**src/rtl/dacbank_pkg.sv**
```systemverilog
package dacbank_pkg;
  typedef enum logic [1:0] {
    PD_NORMAL = 2'b00,
    PD_LOAD1K = 2'b01,
    PD_LOAD100K = 2'b10,
    PD_HIZ = 2'b11
  } pd_mode_t;

  // Power-down field sits in the two most significant bits of a code.
  function automatic pd_mode_t pd_field(input logic [15:0] code);
    return pd_mode_t'(code[15:14]);
  endfunction
endpackage

```
**src/rtl/dacbank_strobe.sv**
```systemverilog
module dacbank_strobe #(
  parameter int NCH = 4
) (
  input  logic           wr_en,
  input  logic [NCH-1:0] wr_mask,
  input  logic           wr_hold,
  output logic [NCH-1:0] hit_o,
  output logic           xfer_o
);
  always_comb begin
    xfer_o = wr_en & ~wr_hold;
    for (int i = 0; i < NCH; i++) hit_o[i] = wr_en & wr_mask[i];
  end
endmodule

```
**src/rtl/dacbank_chan.sv**
```systemverilog
module dacbank_chan #(
  parameter int W = 16
) (
  input  logic         clk,
  input  logic         rst_n,
  input  logic         hit,
  input  logic         xfer,
  input  logic [W-1:0] din,
  output logic [W-1:0] code_o,
  output logic [1:0]   pd_o,
  output logic         upd_o
);
  import dacbank_pkg::*;

  logic [W-1:0] pend_q, live_q;
  logic         dirty_q, upd_q;
  logic         take_new, take_pend, write_live;

  assign take_new   = hit & xfer;
  assign take_pend  = xfer & ~hit & dirty_q;
  assign write_live = take_new | take_pend;

  always_ff @(posedge clk or negedge rst_n) begin
    if (!rst_n) begin
      pend_q  <= '0;
      live_q  <= '0;
      dirty_q <= 1'b0;
      upd_q   <= 1'b0;
    end else begin
      if (hit) pend_q <= din;
      if (take_new) live_q <= din;
      else if (take_pend) live_q <= pend_q;
      dirty_q <= write_live ? 1'b0 : (dirty_q | hit);
      upd_q   <= write_live;
    end
  end

  assign code_o = live_q;
  assign pd_o   = pd_field(16'(live_q));
  assign upd_o  = upd_q;

  assert_hold_stable_R1: assert property (@(posedge clk) disable iff (!rst_n)
    !xfer |=> $stable(live_q));
  assert_pend_copy_R3: assert property (@(posedge clk) disable iff (!rst_n)
    (xfer && !hit && dirty_q) |=> live_q == $past(pend_q));
  assert_direct_load_R3: assert property (@(posedge clk) disable iff (!rst_n)
    (xfer && hit) |=> (live_q == $past(din) && upd_q));
  assert_clean_skip_R4: assert property (@(posedge clk) disable iff (!rst_n)
    (xfer && !hit && !dirty_q) |=> (!upd_q && $stable(live_q)));
  assert_dirty_set_R7: assert property (@(posedge clk) disable iff (!rst_n)
    (hit && !xfer) |=> dirty_q);
  assert_pulse_clean_R7: assert property (@(posedge clk) disable iff (!rst_n)
    upd_q |-> !dirty_q);
endmodule

```
**src/rtl/dacbank_top.sv**
```systemverilog
module dacbank_top #(
  parameter int NCH = 4,
  parameter int W   = 16
) (
  input  logic             clk,
  input  logic             rst_n,
  input  logic             wr_en,
  input  logic [NCH-1:0]   wr_mask,
  input  logic             wr_hold,
  input  logic [W-1:0]     wr_word,
  output logic [NCH*W-1:0] code_o,
  output logic [NCH*2-1:0] pd_o,
  output logic [NCH-1:0]   upd_o
);
  logic [NCH-1:0] hit;
  logic           xfer;

  dacbank_strobe #(.NCH(NCH)) strobe_i (
    .wr_en(wr_en), .wr_mask(wr_mask), .wr_hold(wr_hold),
    .hit_o(hit), .xfer_o(xfer)
  );

  for (genvar g = 0; g < NCH; g++) begin : g_ch
    dacbank_chan #(.W(W)) chan_i (
      .clk(clk), .rst_n(rst_n), .hit(hit[g]), .xfer(xfer), .din(wr_word),
      .code_o(code_o[g*W +: W]), .pd_o(pd_o[g*2 +: 2]), .upd_o(upd_o[g])
    );
  end

  assert_idle_quiet_R4: assert property (@(posedge clk) disable iff (!rst_n)
    !wr_en |=> upd_o == '0);
  assert_hold_no_pulse_R1: assert property (@(posedge clk) disable iff (!rst_n)
    (wr_en && wr_hold) |=> upd_o == '0);
endmodule

```
**config.mk**
```make
export PLATFORM = sky130hd
export DESIGN_NAME = dacbank_top
export DESIGN_NICKNAME = d
export VERILOG_FILES = /design/src/rtl/dacbank_pkg.sv /design/src/rtl/dacbank_strobe.sv /design/src/rtl/dacbank_chan.sv /design/src/rtl/dacbank_top.sv
export SDC_FILE = /design/constraint.sdc
export NUM_CORES = 1
export LEC_CHECK = 0
export BUFFER_PORTS_ARGS = -buffer_cell sky130_fd_sc_hd__buf_2
export CAP_MARGIN = 10
export CORE_AREA = 2 2 104 106
export DETAILED_ROUTE_END_ITERATION = 8
export DIE_AREA = 0 0 106 108
export GPL_ROUTABILITY_DRIVEN = 0
export PLACE_DENSITY = 0.83
export REMOVE_ABC_BUFFERS = 1
export SKIP_CTS_REPAIR_TIMING = 1
export SYNTH_ARGS = -nofsm -noshare
export SYNTH_HDL_FRONTEND = slang
export SYNTH_SLANG_ARGS = --single-unit
```
**constraint.sdc**
```tcl
create_clock -name clk -period 1.7 [get_ports clk]
set_input_delay 0.425 -clock clk [delete_from_list [all_inputs] [get_ports clk]]
set_output_delay 0.425 -clock clk [all_outputs]
set_load 0.005 [all_outputs]
```
==> summary.md <==
| Metric | Value |
|---|---|
| Post-synth EDFFs | 0 |
| Tightest slew margin relative to the limit | 52.1% |
| Clk pin slew, worst setup/hold paths | 60 ps |
| Synth unique cells | 24 |
| Diodes inserted | 0 |
| Lkg Pwr | 3.12 nW |
| Clock insertion delay at the later pin of the skew report | 520 ps |
| R2R cell count | 2 |
| Synthesized flop and latch total | 136 |
| Mux cell area share after synthesis | 16.8% |
| Post-synthesis compound-gate area fraction | 15.1% |
| Crit. Startpoint | g_ch[2].chan_i.dirty_q |
| GRT Overall Usage | 25.7% |
| Die height | 108 um |
| Die width | 106 um |
| WL/cell | 21.0 um |
| Actual slew at the worst max-slew pin | 716 ps |
| Yosys top cell by area | dfrtp_1 |
| WP data required | 2090 ps |
| FP Rows | 37 |
| Hpwl dp | 8.88 mm |
| Htree depth | 4 |
| Hold WC Path Type | input port to register |
| Synth area leaders | dfrtp_1 61%, mux2_2 14%, o22ai_1 8.5%, a21oi_1 3.2%, mux2_4 2.7% |
| First-pass GRT wire length | 22.2 mm |
| Max Fclk | 0.655 GHz |
| DR DRC count | 0 |
| Final Util | 67.3% |
| Nature of the critical path endpoint | register |
| MaxCap Viol Count | 0 |
| Synth Area in XOR/XNOR | 0% |
| Max Root-Sink Buffers | 2 |
| Most frequent cell after synthesis | dfrtp_1 |
| Post-Synth Adder-Cell Area | 0% |
| Largest net degree at the start of global routing | 47 |
| Sink Count | 136 |
| Largest family of logic cells by synthesized area | multiplexers |
| Fillcell total | 722 |
| Crit Path Max Fanout | 17 |
| Setup crit end | g_ch[2].chan_i.code_o[5] |
| VDD IR-drop max | 0.704 mV |
| Top cells by count, synth | 136 x dfrtp_1, 76 x o22ai_1, 70 x mux2_2 |
| Io pins | 100 |
| Status | finished, final reports clean |
| Vias in the first global route | 4216 |
| RR Endpoint | g_ch[2].chan_i.code_o[5] |
| # nets final | 540 |
| Power Total | 0.00995 W |
| Avg Inst Size Synth | 13.4 um2 |
| # setup viols final | 0 |
| Count of final max-slew check failures | 0 |
| Port bufs | 99 |
| Min Hold Slack | 240 ps |
| Share of synthesized registers carrying an async set or reset | 100% |
| CP startpoint kind | register |
| Unrepaired setup endpoints after global routing | false |
| Simple-gate area share of the yosys netlist | 2.53% |
| Sequential-to-total area share from yosys stat | 61.0% |
| Initial Utilization | 54.6% |
| CTS tree | built |
| P&R area growth vs syn | 23.4% |
| Total grt overflow | 0 |
| R2R Setup Slk | 170 ps |
| Share of the synthesized area in the top cell type | 61.0% |
| Area of the mapped netlist | 0.00558 mm2 |
| Root Buffer | clkbuf_8 |
| Fin Clk Skew | 6.30 ps |
| Final wirelength | 14.0 mm |
| Period utilisation layout | 89.9% |
| Power density over cell area | 1450 mW/mm2 |
| Initial antenna violation count | 0 |
| DRT iter0 DRCs | 323 |
| Crit path kind | register to register |
| Die ar. | 0.0114 mm2 |
| CP arrival | 1920 ps |
| Clock buffer count from CTS | 17 |
| Post-DRT Antenna Nets | 0 |
| Vias post-DR | 4097 |
| Reg-to-reg critical path startpoint | g_ch[2].chan_i.dirty_q |
| Gate Count Post-Synth | 417 |
| Detailed Routing Iterations Pass 1 | 5 |
| DR vias/cell | 6.16 |
| Number of synthesis warnings | 0 |
| Min cycle time layout | 1530 ps |
| Layout cells sized above 1 | 45.2% |
| Ys flop type | dfrtp_1 |
| Placeable Area | 0.0102 mm2 |
| Final Hold Vio Count | 0 |
## critical path, cell delays in order (launching register included)
cell and delay [ps]:
dfrtp_1 410, o21ai_4 580, mux2_2 410
## report_power, final
| group | switching, W | leakage, nW | internal (W) |
|---|---|---|---|
| Sequential | 0.000440 | 1.60 | 0.00387 |
| Combinational | 0.000823 | 1.22 | 0.000981 |
| Clock | 0.00135 | 0.307 | 0.00249 |
| Total | 0.00261 | 3.12 | 0.00735 |
## layout make-up
class	count	area, um2	area share, %
inverter	3	11.3	0.163
sequential	136	3400	49.4
clock inverter	12	173	2.51
tap	136	170	2.47
clock buffer	20	455	6.61
timing repair buffer	122	752	10.9
multi-input combinational	236	1920	27.9
## per-stage QoR
step	TNS, ps	setup slack (ps)	cells	cell area (um2)
after floorplan	-10450	-494	375	5340
after global placement	0	32.9	632	6250
after detailed placement	-189	-18.7	632	6250
after CTS	0	158	664	6880
after global routing	0	112	665	6890
final	0	172	665	6890
## worst min path at each step
stage	from	end	slack (ps)	depth (start not counted)
6_report	wr_mask[3]	g_ch[3].chan_i.dirty_q	240	3
5_1_grt	wr_word[15]	g_ch[3].chan_i.pend_q[15]	220	2
4_1_cts	rst_n	g_ch[2].chan_i.upd_o	-160	1
3_5_place_dp	rst_n	g_ch[2].chan_i.upd_o	390	1
3_3_place_gp	rst_n	g_ch[2].chan_i.upd_o	380	1
2_1_floorplan	rst_n	g_ch[0].chan_i.code_o[0]	130	0
## logic make-up after synthesis
family          Yosys count
compound gates          132
simple gates             24
flops                   136
mux                      80
buf+inv                  45
## flip-flops by register name, summed over array words and instances (netlist names)
| name | flops |
|---|---|
| g_ch.chan_i.code_o | 64 |
| g_ch.chan_i.dirty_q | 4 |
| g_ch.chan_i.pend_q | 64 |
| g_ch.chan_i.upd_o | 4 |
## routing by layer
layer	global-route usage [%]	part of all wire (%)
met2	42.5	51
met5	0	0
met1	32.3	41
met4	11.3	1.9
met3	6.81	6.7
## cell usage in the layout, fill, tap and decap left out
master	instances
a21bo_2	1
a21oi_1	36
a221o_1	2
a2bb2oi_1	16
and2_1	1
and2b_2	1
buf_12	6
buf_2	98
buf_4	16
buf_6	1
bufinv_16	4
clkbuf_16	16
clkbuf_8	4
clkinv_2	4
clkinv_4	2
clkinvlp_4	2
dfrtp_1	136
dlygate4sd3_1	1
inv_1	3
mux2_2	70
mux2_4	10
nand2_1	2
nand2_2	1
nand2_4	1
nand2b_1	3
nand3b_1	4
nand4b_1	2
nor2_1	8
nor2_2	1
o21ai_4	1
o22ai_1	76
Note: power is estimated with default switching activity, not from simulation.
